`src/rtl/ec_pkg.sv`:
```
package ec_pkg;

    // Outcome of pairing two consecutive samples
    typedef enum logic [1:0] {
        VN_IDLE      = 2'd0,
        VN_EMIT_ZERO = 2'd1,
        VN_EMIT_ONE  = 2'd2,
        VN_DROP      = 2'd3
    } vn_act_e;

    // Equal samples carry no information; otherwise the first sample is the output
    function automatic vn_act_e vn_decide(input logic first_s, input logic second_s);
        if (first_s == second_s) begin
            return VN_DROP;
        end
        return first_s ? VN_EMIT_ONE : VN_EMIT_ZERO;
    endfunction

endpackage

```
`src/rtl/ec_sample_timer.sv`:
```
module ec_sample_timer #(
    parameter int          IVL_W   = 32,
    parameter int unsigned IVL_RST = 32'h0000FFFF
) (
    input  logic             clk,
    input  logic             rst_n,
    input  logic             run,
    input  logic             sync_clr,
    input  logic             ivl_we,
    input  logic [IVL_W-1:0] ivl_wdata,
    output logic             strobe
);

    typedef struct packed {
        logic [IVL_W-1:0] ivl;
        logic [IVL_W-1:0] cnt;
    } tmr_t;

    tmr_t st_q, st_d;
    logic [IVL_W-1:0] last_cyc;

    always_comb begin
        st_d = st_q;
        // An interval of zero behaves as one
        last_cyc = (st_q.ivl == '0) ? '0 : (st_q.ivl - IVL_W'(1));
        strobe   = run && !sync_clr && (st_q.cnt >= last_cyc);
        if (ivl_we) begin
            st_d.ivl = ivl_wdata;
        end
        if (!run || sync_clr || strobe) begin
            st_d.cnt = '0;
        end else begin
            st_d.cnt = st_q.cnt + IVL_W'(1);
        end
    end

    always_ff @(posedge clk or negedge rst_n) begin
        if (!rst_n) begin
            st_q.ivl <= IVL_W'(IVL_RST);
            st_q.cnt <= '0;
        end else begin
            st_q <= st_d;
        end
    end

    // with a stable interval above one, samples are never on adjacent cycles
    a_r1_no_back_to_back: assert property (@(posedge clk) disable iff (!rst_n)
        (strobe && (st_q.ivl > IVL_W'(1)) && !ivl_we) |=> !strobe);

    // a stopped collector restarts its interval count from zero
    a_r2_idle_zeroes_timer: assert property (@(posedge clk) disable iff (!rst_n)
        !run |=> (st_q.cnt == '0));

endmodule

```
`src/rtl/ec_vn_pair.sv`:
```
module ec_vn_pair
    import ec_pkg::*;
(
    input  logic clk,
    input  logic rst_n,
    input  logic run,
    input  logic sync_clr,
    input  logic bypass,
    input  logic smp_vld,
    input  logic smp_bit,
    output logic bit_vld,
    output logic bit_val
);

    typedef struct packed {
        logic pend;
        logic first;
    } pair_t;

    pair_t   st_q, st_d;
    vn_act_e act;

    always_comb begin
        st_d = st_q;
        act  = VN_IDLE;
        if (!run || sync_clr || bypass) begin
            // A half-collected pair is dropped whenever the stream is interrupted
            st_d.pend = 1'b0;
        end else if (smp_vld) begin
            if (!st_q.pend) begin
                st_d.pend  = 1'b1;
                st_d.first = smp_bit;
            end else begin
                st_d.pend = 1'b0;
                act       = vn_decide(st_q.first, smp_bit);
            end
        end
        if (bypass) begin
            bit_vld = smp_vld;
            bit_val = smp_bit;
        end else begin
            bit_vld = (act == VN_EMIT_ZERO) || (act == VN_EMIT_ONE);
            bit_val = (act == VN_EMIT_ONE);
        end
    end

    always_ff @(posedge clk or negedge rst_n) begin
        if (!rst_n) begin
            st_q <= '0;
        end else begin
            st_q <= st_d;
        end
    end

    // a debiased bit needs a stored first half of its pair
    a_r6_emit_needs_pair: assert property (@(posedge clk) disable iff (!rst_n)
        (bit_vld && !bypass) |-> st_q.pend);

    // pairs do not overlap: after an emit no half-pair remains
    a_r6_pair_consumed: assert property (@(posedge clk) disable iff (!rst_n)
        (bit_vld && !bypass) |=> !st_q.pend);

endmodule

```
`src/rtl/ec_hold_reg.sv`:
```
module ec_hold_reg #(
    parameter int HOLD_BITS = 192,
    parameter int CNT_W     = 8
) (
    input  logic                 clk,
    input  logic                 rst_n,
    input  logic                 sync_clr,
    input  logic                 bit_vld,
    input  logic                 bit_val,
    output logic [HOLD_BITS-1:0] data,
    output logic                 full
);

    typedef struct packed {
        logic [HOLD_BITS-1:0] data;
        logic [CNT_W-1:0]     cnt;
        logic                 full;
    } hold_t;

    hold_t st_q, st_d;

    always_comb begin
        st_d = st_q;
        if (sync_clr) begin
            st_d.cnt  = '0;
            st_d.full = 1'b0;
        end else if (bit_vld && !st_q.full) begin
            st_d.data = {st_q.data[HOLD_BITS-2:0], bit_val};
            st_d.cnt  = st_q.cnt + CNT_W'(1);
            if (st_q.cnt == CNT_W'(HOLD_BITS - 1)) begin
                st_d.full = 1'b1;
            end
        end
    end

    always_ff @(posedge clk or negedge rst_n) begin
        if (!rst_n) begin
            st_q <= '0;
        end else begin
            st_q <= st_d;
        end
    end

    assign data = st_q.data;
    assign full = st_q.full;

    // contents frozen while full
    a_r7_frozen_when_full: assert property (@(posedge clk) disable iff (!rst_n)
        (st_q.full && !sync_clr) |=> $stable(st_q.data));

    // full only ever rises with the whole count collected
    a_r3_full_at_count: assert property (@(posedge clk) disable iff (!rst_n)
        $rose(st_q.full) |-> (st_q.cnt == CNT_W'(HOLD_BITS)));

    // the bit count never exceeds the register size
    a_r3_no_overflow: assert property (@(posedge clk) disable iff (!rst_n)
        st_q.cnt <= CNT_W'(HOLD_BITS));

endmodule

```
`src/rtl/entropy_collector.sv`:
```
module entropy_collector #(
    parameter int          HOLD_BITS = 192,
    parameter int          WORD_W    = 32,
    parameter int          IVL_W     = 32,
    parameter int unsigned IVL_RST   = 32'h0000FFFF,
    localparam int         N_WORDS   = HOLD_BITS / WORD_W,
    localparam int         SEL_W     = $clog2(N_WORDS)
) (
    input  logic              clk,
    input  logic              rst_n,
    input  logic              src_en,
    input  logic              ivl_we,
    input  logic [IVL_W-1:0]  ivl_wdata,
    input  logic              vn_bypass,
    input  logic              restart,
    input  logic              valid_clr,
    input  logic              raw_bit,
    input  logic [SEL_W-1:0]  word_sel,
    output logic [WORD_W-1:0] word_data,
    output logic              valid,
    output logic              busy
);

    localparam int CNT_W = $clog2(HOLD_BITS + 1);

    logic                 sync_clr;
    logic                 run;
    logic                 smp_vld;
    logic                 bit_vld;
    logic                 bit_val;
    logic                 full;
    logic [HOLD_BITS-1:0] hold_data;
    logic [WORD_W-1:0]    words [N_WORDS];

    assign sync_clr = restart || valid_clr;
    assign run      = src_en && !full;
    assign busy     = run;
    assign valid    = full;

    ec_sample_timer #(
        .IVL_W   (IVL_W),
        .IVL_RST (IVL_RST)
    ) u_timer (
        .clk       (clk),
        .rst_n     (rst_n),
        .run       (run),
        .sync_clr  (sync_clr),
        .ivl_we    (ivl_we),
        .ivl_wdata (ivl_wdata),
        .strobe    (smp_vld)
    );

    ec_vn_pair u_pair (
        .clk      (clk),
        .rst_n    (rst_n),
        .run      (run),
        .sync_clr (sync_clr),
        .bypass   (vn_bypass),
        .smp_vld  (smp_vld),
        .smp_bit  (raw_bit),
        .bit_vld  (bit_vld),
        .bit_val  (bit_val)
    );

    ec_hold_reg #(
        .HOLD_BITS (HOLD_BITS),
        .CNT_W     (CNT_W)
    ) u_hold (
        .clk      (clk),
        .rst_n    (rst_n),
        .sync_clr (sync_clr),
        .bit_vld  (bit_vld),
        .bit_val  (bit_val),
        .data     (hold_data),
        .full     (full)
    );

    for (genvar g = 0; g < N_WORDS; g++) begin : g_word
        assign words[g] = hold_data[g*WORD_W +: WORD_W];
    end

    always_comb begin
        word_data = '0;
        for (int k = 0; k < N_WORDS; k++) begin
            if (word_sel == SEL_W'(k)) begin
                word_data = words[k];
            end
        end
    end

    // a disabled source leaves the holding register untouched
    a_r2_idle_holds_data: assert property (@(posedge clk) disable iff (!rst_n)
        (!src_en && !sync_clr) |=> $stable(hold_data));

    // restart or clear always drops valid on the next cycle
    a_r9_clear_drops_valid: assert property (@(posedge clk) disable iff (!rst_n)
        sync_clr |=> !valid);

endmodule

```
`config.mk`:
```
export PLATFORM = sky130hd
export DESIGN_NAME = entropy_collector
export DESIGN_NICKNAME = d
export VERILOG_FILES = /design/src/rtl/ec_pkg.sv /design/src/rtl/ec_sample_timer.sv /design/src/rtl/ec_vn_pair.sv /design/src/rtl/ec_hold_reg.sv /design/src/rtl/entropy_collector.sv
export SDC_FILE = /design/constraint.sdc
export NUM_CORES = 1
export LEC_CHECK = 0
export ABC_CLOCK_PERIOD_IN_PS = 5100
export BUFFER_PORTS_ARGS = -buffer_cell sky130_fd_sc_hd__buf_2
export CORE_MARGIN = 2
export CORE_UTILIZATION = 50
export CTS_BUF_LIST = sky130_fd_sc_hd__clkbuf_8 sky130_fd_sc_hd__clkbuf_16
export DETAILED_ROUTE_END_ITERATION = 7
export MAX_ROUTING_LAYER = met4
export PLACE_DENSITY = 0.73
export SYNTH_ARGS = -nofsm -noshare
export SYNTH_HDL_FRONTEND = slang
export SYNTH_HIERARCHICAL = 1
export SYNTH_SLANG_ARGS = --single-unit
```
`constraint.sdc`:
```
create_clock -name clk -period 5.1 [get_ports clk]
set_clock_uncertainty 0.05 [all_clocks]
set_input_delay 0.51 -clock clk [delete_from_list [all_inputs] [get_ports clk]]
set_output_delay 0.51 -clock clk [all_outputs]
set_load 0.05 [all_outputs]
```
; Yosys cells after proc, flatten, opt, wreduce, memory -nomap -nowiden
; Cells that the tools add are included.
[totals]
ff_bits = 267
out_inout_bits = 34
wordCells = 70
[op_classes]
addsub = 3
magnitude_cmp = 1
n_eq_ne = 9
muxes = 27
n_bitwise = 3
reduce_logical = 20
[op_table]
columns = cell, count
row1 = $mux 32, 8
row2 = $add 32x1->32 const B, 1
row3 = $ge 32x32->1, 1
row4 = $logic_not 32->1, 1
row5 = $sub 32x1->32 const B, 1
row6 = $mux 9, 2
row7 = $mux 2, 7
row8 = $mux 1, 10
row9 = $add 8x1->8 const B, 1
row10 = $eq 8x8->1 const B, 1
row11 = $eq 3x2->1 const B, 2
row12 = $eq 3x3->1 const B, 2
row13 = $reduce_bool 2->1, 3
row14 = $logic_or 1x1->1, 5
row15 = $logic_and 1x1->1, 4
row16 = $reduce_and 2->1, 2
row17 = $eq 3x1->1 const B, 1
row18 = $logic_not 1->1, 3
row19 = $logic_not 3->1, 1
row20 = $not 1->1, 3
row21 = $reduce_and 3->1, 1
row22 = $eq 2x1->1 const B, 1
row23 = $eq 2x2->1 const B, 1
row24 = $eq 1x1->1, 1

; Logic depth before layout (Yosys ltp)
; Gate-level depths: netlist of run 1.
[logic_depth]
word_depth = 16
depth_mapped = 23

; Modules after synthesis
; The synthesis of run 1 kept the hierarchy.
[by_module_without_submodules]
columns = mod, instances, cells_each, area_per_inst_um2, seq_area_each_um2
row1 = ec_hold_reg, 1, 645, 9992.1, 5029.8
row2 = ec_sample_timer, 1, 436, 4240.3, 1621.6
row3 = entropy_collector, 1, 200, 1925.6, 0.0
row4 = ec_vn_pair, 1, 15, 160.2, 50.0

; Worst setup path before layout of run 1
; Ideal clock, no wire load.
[synth_path]
path_kind = reg2reg
startpoint = reg u_timer/st_q[32] (netlist name)
endpoint = reg u_hold.st_q (netlist bit u_hold/data[0])
setup_time_ns = 0.125
t_arrival_ns = 5.028
t_required_ns = 4.925
path_slack_ns = -0.103
path_stages_with_launch = 23
n_path_buf = 3
synth_period_minus_slack_ns = 5.203
cell_sequence = dfstp_2 inv_1 ha_1 nor3b_1 nand4_1 nor4_2 xor2_1 nand2_1 ha_1 nand4_1 or4b_1 a31oi_1 o21a_1 nand3_1 o21bai_1 ha_1 mux2i_1 nand2b_4 buf_12 nor2_8 buf_12 buf_12 mux2_4
[synth_between]
elab_chain_len = 11
[synth_lines]
columns = element, line_no
row1 = start: declaration, ec_sample_timer.sv:19  ; tmr_t st_q, st_d;
row2 = start signal: assignment, ec_sample_timer.sv:42  ; st_q <= st_d;
row3 = $sub 32x1->32 or $logic_not 32->1 (tied branches), ec_sample_timer.sv:25  ; last_cyc = (st_q.ivl == '0) ? '0 : (st_q.ivl - IVL_W'(1));
row4 = $mux 32 (*), ec_sample_timer.sv:25
row5 = $ge 32x32->1 (*), ec_sample_timer.sv:26  ; strobe = run && !sync_clr && (st_q.cnt >= last_cyc);
row6 = $logic_and 1x1->1 (*), ec_sample_timer.sv:26
row7 = via smp_vld, entropy_collector.sv:28  ; logic smp_vld;
row8 = $mux 2, ec_vn_pair.sv:29  ; end else if (smp_vld) begin
row9 = $mux 2, ec_vn_pair.sv:26  ; if (!run || sync_clr || bypass) begin
row10 = $eq 2x1->1 or $eq 2x2->1 (tied branches), ec_vn_pair.sv:42  ; bit_vld = (act == VN_EMIT_ZERO) || (act == VN_EMIT_ONE);
row11 = $logic_or 1x1->1, ec_vn_pair.sv:42
row12 = $mux 1 (*), ec_vn_pair.sv:38  ; if (bypass) begin
row13 = via bit_vld, entropy_collector.sv:29  ; logic bit_vld;
row14 = $logic_and 1x1->1 (*), ec_hold_reg.sv:27  ; end else if (bit_vld && !st_q.full) begin
row15 = $reduce_and 2->1 (no source line) (*), n/a
row16 = end signal: assignment, ec_hold_reg.sv:40  ; st_q <= st_d;
row17 = end: declaration, ec_hold_reg.sv:20  ; hold_t st_q, st_d;
; Mark *: on every way through the listed nets, which the timed path passes. The rest lies on a longest branch.
; A chain may end at the register's enable or synchronous reset.

; Worst setup path after layout of run 1
[layout_path]
startpoint = reg u_timer/st_q[46] (netlist name)
endpoint = reg u_hold.st_q (netlist bit u_hold/data[41])
; The elaborated chain is that of the path after synthesis.

==> impl_metrics.py, run 1 <==
metrics = {
    "logic_synthesis": {
        "synth_top_family_by_area": "multiplexers",
        "synth_xor_area_frac": 0.03006,
        "yosys.area_share.simple": 0.07507,
        "yosysWarnings": 6,
        "avgSynthCellArea_um2": 12.59,
        "synth_edf_count": 0,
        "synth_area_um2": 16320,
        "synth_cell_types": 65,
        "synthArstFlopShare": 1.000,
        "synth_ff_type": "dfrtp_1",
        "syn-num-nets": 1376,
        "synth-seq-cells": 267,
        "synthAdderAreaFrac": 0.02837,
        "synth_compound_area_frac": 0.09853,
        "muxShareOfSynthArea": 0.2216,
        "ys_seq_area_frac": 0.4107,
        "postSynthCellCount": 1296,
    },
    "grt": {
        "overflow": 0,
        "grt_max_degree": 123,
        "grt_pass1_vias": 9470,
        "antenna_found_initial": 0,
        "gr-usage-all-layers": 0.1841,
        "grt_pass1_wl_um": 49950,
    },
    "finish": {
        "areaGrowthSynthToFinish_pct": 5.084,
        "layout-drive-gt1-share": 0.4575,
        "num_antenna_cells": 0,
        "nFillCells": 2696,
        "stdcell_count": 1690,
        "nNetsFinal": 1304,
    },
    "route": {
        "drt_iter0_markers": 438,
        "dr.pass1.iters": 4,
        "met2_length_um": 14140,
        "wl_met1_um": 14410,
        "viasPerCell": 5.476,
        "wl_met3_um": 1107,
        "dr.max_layer_used": "met4",
        "drt_wl_total_um": 30280,
        "ant_nets": 0,
        "drc": 0,
        "wl_per_cell_um": 17.92,
        "route.vias.total": 9255,
    },
    "pwr": {
        "power_density_nw_per_um2": 280.1,
        "leakagePower_nw": 7.827,
        "combPwrFrac": 0.096,
        "swShare": 0.2530,
        "seqPwrFrac": 0.454,
        "cellInternalPower_mw": 3.588,
        "ir_worst_vdd_v": 0.0002434,
        "p_sw_mw": 1.215,
        "clkPwrFrac": 0.450,
        "power_mw": 4.803,
    },
    "run_status": {
        "outcome": "finished, violations left",
        "violations": "negative hold slack, negative setup slack",
    },
    "clocking": {
        "tritoncts": "yes",
        "htree_levels": 1,
        "cts_buffer_depth": 3,
        "cts_root_buffer": "clkbuf_16",
        "cts.sink_count": 267,
        "cts_buffers": 31,
        "clk_pin_slew_ps": 60,
        "clkLatencyLatePin_ps": 590,
    },
    "timing": {
        "hold_viol_final": 33,
        "finalSetupViolCount": 69,
        "report.final.slew_viol_count": 0,
        "whs_ps": -31.23,
        "fin_crit_ps": 5132,
        "setup_ws_ps": -31.57,
        "worst_slew_pin_slew_ps": 949.0,
        "fmax_mhz": 194.9,
        "slew_headroom": 0.3593,
        "finalSetupTns_ps": -1124,
        "rsz0062_at_grt": "true",
        "fin_crit_sh": 1.006,
    },
    "worst_setup_path": {
        "worstPathArrival_ps": 5530,
        "cp_max_fo": 13,
        "reg2reg_slack_ps": -30,
        "crit_type": "register to register",
        "cp-end-kind": "register",
        "critPathRequiredTime_ps": 5500,
        "cp-start-kind": "register",
        "r2r_end": "u_hold/data[41]",
        "reg2reg_depth": 19,
        "r2r-start": "u_timer/st_q[46]",
    },
    "placement": {
        "gp_congestion": 0.8808,
        "io_buffers": 76,
        "pre_cts_ws_ps": -104.4,
        "hpwl_um": 19680,
        "dp_cells": 1621,
    },
    "floorplan": {
        "core-area_um2": 32370,
        "dieArea_um2": 34100,
        "rows": 66,
        "start_util": 0.5041,
        "die_w_um": 184.7,
        "io-pin-count": 77,
        "die_h_um": 184.7,
    },
    "worst_hold_path": {
        "hold_class": "input pin to async pin",
    },
    "run": {
        "maxCapViolations": 0,
    },
}
## stage by stage
| step | area, um^2 | utilization | hold WS [ps] |
|---|---|---|---|
| after global placement | 15830 | 0.4891 | 426.5 |
| after floorplan | 16340 | - | 164.4 |
| after detailed placement | 15830 | 0.4891 | 440.0 |
| final | 17150 | 0.5297 | -31.23 |
| after global routing | 17150 | 0.5297 | 54.07 |
| after CTS | 16970 | 0.5242 | 7.195 |
## state kept, by name, indices dropped and copies added, names as in the netlist
register and count:
u_hold/st_q 8, u_hold/full 1, u_pair/st_q 2, u_timer/st_q 64, u_hold/data 192
## how the worst max path moves through the flow
stage	from	to	cells after the start
after floorplan	u_timer/st_q[49]	u_hold/data[0]	20
after global placement	u_timer/st_q[49]	u_hold/data[182]	19
after detailed placement	u_timer/st_q[49]	u_hold/data[182]	19
after CTS	u_timer/st_q[46]	u_hold/data[182]	19
after global routing	u_timer/st_q[48]	u_hold/data[133]	19
final	u_timer/st_q[46]	u_hold/data[41]	19
## cells by family (layout without fill, tap and decap cells)
kind of cell             count (synthesis)  after routing
AO/OA/AOI/OAI                          177            177
XOR/XNOR                                56             56
adder cells (fa/ha/maj)                 37             37
buffers and inverters                  279            231
flip-flops                             267            267
multiplexers                           261            261
AND/OR/NAND/NOR                        219            219
## cells in the final DEF, fill, tap and decap left out, types with 32 or more instances in the layout
cell type    n
buf_2       75
buf_4       63
clkbuf_16   33
dfrtp_1    251
ha_1        36
mux2_2      70
mux2_4     189
nand2_1     55
nor3_1      42
o21ai_0     46
o22ai_1     32
xor2_1      39
## synthesized netlist by cell type (6+ instances only)
cell | number | area [um^2]
a21oi_1 | 20 | 100.1
a221oi_2 | 27 | 405.4
buf_12 | 21 | 420.4
buf_2 | 6 | 30.03
buf_4 | 198 | 1486
buf_6 | 10 | 112.6
clkbuf_1 | 29 | 108.9
dfrtp_1 | 251 | 6281
dfstp_2 | 16 | 420.4
ha_1 | 37 | 462.9
inv_1 | 12 | 45.04
mux2_2 | 78 | 878.3
mux2_4 | 181 | 2718
nand2_1 | 55 | 206.5
nand3_1 | 15 | 75.07
nand4_1 | 16 | 100.1
nor2_1 | 25 | 93.84
nor2b_1 | 6 | 37.54
nor3_1 | 44 | 220.2
nor4_1 | 9 | 56.30
nor4_2 | 6 | 75.07
o21ai_0 | 46 | 230.2
o22ai_1 | 32 | 200.2
o32ai_2 | 30 | 488.0
xnor2_1 | 17 | 148.9
xor2_1 | 39 | 341.6
## cell type report
class / count / area [um^2] / area share
Multi-Input combinational cell: 750 / 7566 / 0.4412
Timing Repair Buffer: 160 / 1264 / 0.07370
Tap cell: 442 / 553.0 / 0.03225
Sequential cell: 267 / 6701 / 0.3908
Clock inverter: 18 / 125.1 / 0.007297
Clock buffer: 39 / 885.9 / 0.05166
Inverter: 14 / 52.55 / 0.003065
## power groups by stage
stage	Sequential [mW]	Combinational, mW	Clock (mW)
2_1_floorplan	2.22	0.300	0
3_3_place_gp	2.22	0.450	0
3_5_place_dp	2.22	0.458	0
4_1_cts	2.18	0.462	2.21
5_1_grt	2.19	0.504	2.31
6_report	2.18	0.460	2.16
## worst max-delay path, stage by stage, from the launching register on
cell	delay, ps
dfstp_2	370
or4_4	540
or4_4	570
nor4_4	170
xor2_1	180
nand2_1	110
ha_4	280
nand4_1	110
or4b_4	580
a31oi_4	160
o21a_1	180
nand3_2	70
o21bai_1	170
ha_1	330
mux2i_4	190
nand2b_4	110
nor2_8	180
buf_12	200
buf_12	170
mux2_4	300
## timing repair
action                                  in CTS  in global routing
gates cloned                                 1                  2
pin swaps                                    1                  2
setup buffers                                7                  2
resized for setup                           10                 21
endpoints found under the setup margin     178                198
hold buffers                                 0                  0
## routing by layer
layer | GRT usage | vias to the layer above
met4 | 0.04476 | 0
met1 | 0.2501 | 4678
met3 | 0.02924 | 54
met5 | - | -
met2 | 0.2896 | 161
li1 | - | 4362
No activity file was read; power rests on OpenSTA's default activity.
==> run 2: changes to the inputs <==
BUFFER_PORTS_ARGS = -buffer_cell sky130_fd_sc_hd__clkbuf_2   (was -buffer_cell sky130_fd_sc_hd__buf_2)
==> run 2 against run 1 <==
Against the previous run: the run ends with negative setup slack left; register-to-register slack worse by 60 ps; final area up 2.9%; clock power up 12%; sequential share of layout area down 1.1 points; first-iteration DRC count up 26%; final cell count up 0.47%; sequential cell count unchanged.
==> impl_metrics.py, run 2 (synthesis results as in run 1) <==
metrics = {
    "worst_hold_path": {
        "hp-start": "ivl_wdata[1]",
        "hold_class": "input pin to register",
    },
    "timing": {
        "fmax_mhz": 192.6,
        "worst_slew_pin_slew_ps": 764.3,
        "setup_ws_ps": -91.88,
        "fin_crit_sh": 1.018,
        "finalSetupViolCount": 176,
        "hold_viol_final": 0,
        "fin_crit_ps": 5192,
        "report.final.slew_viol_count": 0,
        "rsz0062_at_grt": "true",
        "slew_headroom": 0.4905,
    },
    "pwr": {
        "leakagePower_nw": 8.012,
        "power_mw": 5.068,
        "power_density_nw_per_um2": 287.4,
        "ir_worst_vdd_v": 0.0002864,
    },
    "clocking": {
        "htree_levels": 1,
        "cts_root_buffer": "clkbuf_16",
        "cts_buffer_depth": 3,
        "cts_buffers": 30,
        "cts.sink_count": 267,
        "tritoncts": "yes",
        "clk_pin_slew_ps": 70,
        "clkLatencyLatePin_ps": 570,
    },
    "worst_setup_path": {
        "critPathLaunch": "u_timer/st_q[55]",
        "slowest_stage": "or4_4",
        "r2r-start": "u_timer/st_q[55]",
        "critPathBufInv": 3,
        "worstPathCellList": "or4_4, or4_4, nor4_4, xor2_1, nand2_1, ha_1, nand4_1, or4b_4, a31oi_4, o21a_1, nand3_2, o21bai_1, ha_1, mux2i_4, nand2b_4, nor2_8, buf_12, buf_12, buf_16, mux2_4",
        "crit_type": "register to register",
        "critPathTopFamily": "simple AND/OR/NAND/NOR gates",
        "cp-end-kind": "register",
        "cp_max_fo": 9,
        "critPathRequiredTime_ps": 5500,
        "reg2reg_slack_ps": -90,
        "slowest_delay_ps": 570,
        "worstPathArrival_ps": 5600,
        "cp-start-kind": "register",
    },
    "route": {
        "wl_per_cell_um": 18.28,
        "drt_iter0_markers": 553,
        "dr.pass1.iters": 4,
        "route.vias.total": 9359,
        "ant_nets": 0,
        "drt_wl_total_um": 31030,
        "drc": 0,
        "viasPerCell": 5.512,
    },
    "placement": {
        "hpwl_um": 19620,
        "dpl_cell_area_um2": 15780,
        "io_buffers": 76,
        "gp_congestion": 0.8493,
    },
    "floorplan": {
        "core-area_um2": 32370,
        "die_w_um": 184.7,
        "start_util": 0.5041,
        "dieArea_um2": 34100,
        "die_h_um": 184.7,
        "rows": 66,
        "io-pin-count": 77,
    },
    "grt": {
        "antenna_found_initial": 0,
        "gr-usage-all-layers": 0.1878,
        "grt_max_degree": 125,
        "grt_pass1_vias": 9559,
        "overflow": 0,
        "grt_pass1_wl_um": 51130,
    },
    "finish": {
        "largest_reg_flops": 192,
        "nNetsFinal": 1312,
        "layout_commonest_cell": "dfrtp_1",
        "layout_common_cells": "dfrtp_1, mux2_4, clkbuf_2",
        "num_antenna_cells": 0,
        "layout-drive-gt1-share": 0.4674,
        "stdcell_area_um2": 17640,
        "areaGrowthSynthToFinish_pct": 8.081,
    },
    "run": {
        "maxCapViolations": 0,
    },
    "run_status": {
        "outcome": "finished, violations left",
        "violations": "negative setup slack",
    },
}
==> run 2: cell types whose count changed in the layout (fill, tap and decap cells not counted), moves of 3 or more <==
| cell | before | now |
|---|---|---|
| bufinv_16 | 1 | 7 |
| clkbuf_2 | 0 | 74 |
| clkbuf_8 | 8 | 5 |
| buf_4 | 63 | 58 |
| mux2_4 | 189 | 192 |
| buf_12 | 11 | 15 |
| buf_16 | 2 | 10 |
| inv_1 | 22 | 14 |
| buf_2 | 75 | 0 |
| mux2_2 | 70 | 67 |
==> run 2: worst register-to-register path, stage by stage (launching register included) <==
cell      delay [ps]
dfrtp_1          370
or4_4            530
or4_4            570
nor4_4           190
xor2_1           180
nand2_1           80
ha_1             290
nand4_1          140
or4b_4           560
a31oi_4          180
o21a_1           160
nand3_2           80
o21bai_1         160
ha_1             330
mux2i_4          190
nand2b_4         110
nor2_8           170
buf_12           170
buf_12           130
buf_16           140
mux2_4           310
==> run 2: worst paths after layout <==
kind,to,cells past startpoint
max,u_hold/data[57],20
min,u_timer/st_q[33],3
max reg2reg,u_hold/data[57],20
min reg2reg,u_timer/st_q[0],1
max in group asynchronous,u_hold/st_q[7],3
min in group asynchronous,u_hold/data[136],2
==> run 2: metal layers <==
metal  global-route usage  vias up  share of wire
li1                     -     4373              -
met1               0.2593     4773           0.47
met2               0.2988      173           0.48
met3              0.02193       40          0.034
met4              0.04190        0          0.016
met5                    -        -              0
==> run 2: stage by stage <==
stage / setup TNS [ps] / setup WS [ps] / std cells / hold slack, ps / utilization
2_1_floorplan: 0 / 0.8638 / 1296 / 164.4 / -
3_3_place_gp: -32.79 / -11.41 / 1612 / 428.3 / 0.4875
3_5_place_dp: -20380 / -152.2 / 1612 / 453.0 / 0.4875
4_1_cts: -8439 / -97.07 / 1687 / 100.1 / 0.5370
5_1_grt: -45710 / -286.6 / 1698 / 120.8 / 0.5448
6_report: -7953 / -91.88 / 1698 / 124.0 / 0.5448
==> run 2: timing repair <==
item	in CTS	in global routing
endpoints found under the setup margin	190	197
hold buffers	1	0
endpoints found under the hold margin	93	0
setup buffers	12	7
resized for setup	32	14
gates cloned	6	5
pin swaps	5	1
==> run 2: cell type report <==
type	count	area [um^2]
flip-flops and latches	267	6701
clock inverters	21	320.3
fillers	2633	14730
repair buffers	169	1592
inverters	14	52.55
clock buffers	35	819.5
well taps	442	553.0
multi-input cells	750	7599
==> run 2: power by group <==
| group | switching [mW] | internal, mW | total [mW] |
|---|---|---|---|
| registers | 0.0268 | 2.15 | 2.18 |
| clock network | 0.910 | 1.51 | 2.42 |
| logic | 0.301 | 0.164 | 0.465 |
==> run 3: changes to the inputs <==
BUFFER_PORTS_ARGS = -buffer_cell sky130_fd_sc_hd__buf_2   (was -buffer_cell sky130_fd_sc_hd__clkbuf_2)
CAP_MARGIN = 20   (was default)
CORE_UTILIZATION = 56   (was 50)
PLACE_DENSITY = 0.8   (was 0.73)
==> run 3 against run 2 <==
Against the previous run: the run ends with negative hold slack left; setup slack improved by 96 ps; sequential share of layout area increased by 1.4 points; via count is 0.41% lower; utilization is 4.7 points higher; combinational power is 4% lower; final area is 3.6% lower; total power down 5.3%; die area decreased by 10%; highest routed layer unchanged.
==> impl_metrics.py, run 3 (synthesis results as in run 1) <==
metrics = {
    "clocking": {
        "cts.sink_count": 267,
        "cts_buffers": 28,
        "tritoncts": "yes",
        "clkLatencyLatePin_ps": 560,
        "clk_pin_slew_ps": 60,
        "htree_levels": 1,
        "cts_buffer_depth": 3,
        "cts_root_buffer": "clkbuf_16",
    },
    "timing": {
        "rsz0062_at_grt": "true",
        "hold_viol_final": 22,
        "fmax_mhz": 196.2,
        "slew_headroom": 0.3366,
        "fin_crit_sh": 0.9992,
        "fin_crit_ps": 5096,
        "report.final.slew_viol_count": 0,
        "finalSetupTns_ps": 0,
        "finalSetupViolCount": 0,
        "worst_slew_pin_slew_ps": 995.2,
        "whs_ps": -32.23,
    },
    "worst_setup_path": {
        "cp_max_fo": 15,
        "cp-start-kind": "register",
        "r2r-start": "u_timer/st_q[55]",
        "critPathLaunch": "u_timer/st_q[55]",
        "worstPathArrival_ps": 5490,
        "cp-end-kind": "register",
        "crit_type": "register to register",
        "critPathRequiredTime_ps": 5490,
    },
    "grt": {
        "grt_max_degree": 132,
        "grt_pass1_wl_um": 51730,
        "antenna_found_initial": 0,
        "overflow": 0,
        "grt_pass1_vias": 9489,
        "gr-usage-all-layers": 0.2108,
    },
    "finish": {
        "stdcell_count": 1612,
        "largest_reg_flops": 192,
        "layout_commonest_cell": "dfrtp_1",
        "final_core_util": 0.5921,
        "layout-drive-gt1-share": 0.4544,
        "areaGrowthSynthToFinish_pct": 4.148,
        "layout_common_cells": "dfrtp_1, mux2_4, buf_2",
        "nFillCells": 2140,
        "nNetsFinal": 1287,
        "num_antenna_cells": 0,
    },
    "route": {
        "drt_iter0_markers": 499,
        "viasPerCell": 5.782,
        "wl_per_cell_um": 19.16,
        "drc": 0,
        "dr.pass1.iters": 5,
        "route.vias.total": 9321,
        "ant_nets": 0,
        "drt_wl_total_um": 30890,
    },
    "placement": {
        "gp_congestion": 0.7920,
        "hpwl_um": 20020,
        "io_buffers": 76,
        "dp_cells": 1548,
    },
    "pwr": {
        "power_density_nw_per_um2": 282.4,
        "swShare": 0.2481,
        "leakagePower_nw": 7.750,
        "power_mw": 4.799,
        "p_sw_mw": 1.191,
        "ir_worst_vdd_v": 0.0003368,
        "cellInternalPower_mw": 3.608,
        "combPwrFrac": 0.093,
        "seqPwrFrac": 0.456,
        "clkPwrFrac": 0.451,
    },
    "floorplan": {
        "io-pin-count": 77,
        "die_h_um": 174.7,
        "start_util": 0.5685,
        "dieArea_um2": 30520,
        "rows": 62,
        "die_w_um": 174.7,
        "core-area_um2": 28700,
    },
    "worst_hold_path": {
        "hold_class": "input pin to async pin",
    },
    "run_status": {
        "violations": "negative hold slack",
        "outcome": "finished, violations left",
    },
    "run": {
        "maxCapViolations": 0,
    },
}
==> run 3: power groups by stage <==
stage | Clock [mW] | Combinational, mW | Sequential (mW)
2_1_floorplan | 0 | 0.300 | 2.22
3_3_place_gp | 0 | 0.432 | 2.22
3_5_place_dp | 0 | 0.445 | 2.22
4_1_cts | 2.20 | 0.450 | 2.19
5_1_grt | 2.30 | 0.489 | 2.19
6_report | 2.17 | 0.447 | 2.19
==> run 3: cell type report <==
class / count / area, um^2 / area share
repair buffers: 146 / 1176 / 0.06920
inverters: 14 / 52.55 / 0.003092
multi-input cells: 750 / 7596 / 0.4470
clock inverters: 20 / 246.5 / 0.01450
flip-flops and latches: 267 / 6701 / 0.3943
well taps: 384 / 480.5 / 0.02827
clock buffers: 31 / 742.0 / 0.04366
==> run 3: worst paths after layout <==
| check | end | slack [ps] | cells past startpoint |
|---|---|---|---|
| min | u_hold/data[133] | -30 | 1 |
| min reg2reg | u_timer/st_q[0] | 440 | 1 |
| min in group clk | u_timer/st_q[33] | 130 | 3 |
| max | u_hold/data[147] | 4 | 19 |
| max in group asynchronous | u_timer/st_q[56] | 3750 | 2 |
| max reg2reg | u_hold/data[147] | 4 | 19 |
==> run 3: per-layer routing <==
layer	track usage	up-vias	part of all wire
met4	0.04132	0	0.019
met3	0.02524	44	0.036
met5	-	-	0
met1	0.2883	4757	0.46
met2	0.3419	198	0.49
li1	-	4322	-
==> run 3: timing repair <==
item | in CTS | in global routing
gates resized for setup | 23 | 21
gates cloned | 0 | 2
hold buffers | 0 | 0
setup endpoints to repair | 188 | 198
pin swaps | 2 | 4
setup buffers | 4 | 8
endpoints found under the hold margin | 0 | 0
==> run 3: through the flow <==
step	worst slack (ps)	area, um^2
after floorplan	0.8638	16340
after global placement	-21.25	15640
after detailed placement	-124.8	15670
after CTS	-94.54	16790
after global routing	-239.0	17000
final	3.990	17000
==> run 3: worst max-delay path, stage by stage, from the launching register on <==
cell      delay [ps]
dfrtp_1          370
or4_4            540
or4_4            570
nor4_4           170
xor2_1           160
nand2_1           80
ha_1             320
nand4_1          110
or4b_4           570
a31oi_4          160
o21a_1           180
nand3_2           70
o21bai_1         160
ha_1             320
mux2i_4          190
nand2b_4         120
nor2_8           160
buf_12           170
buf_12           180
mux2_4           320
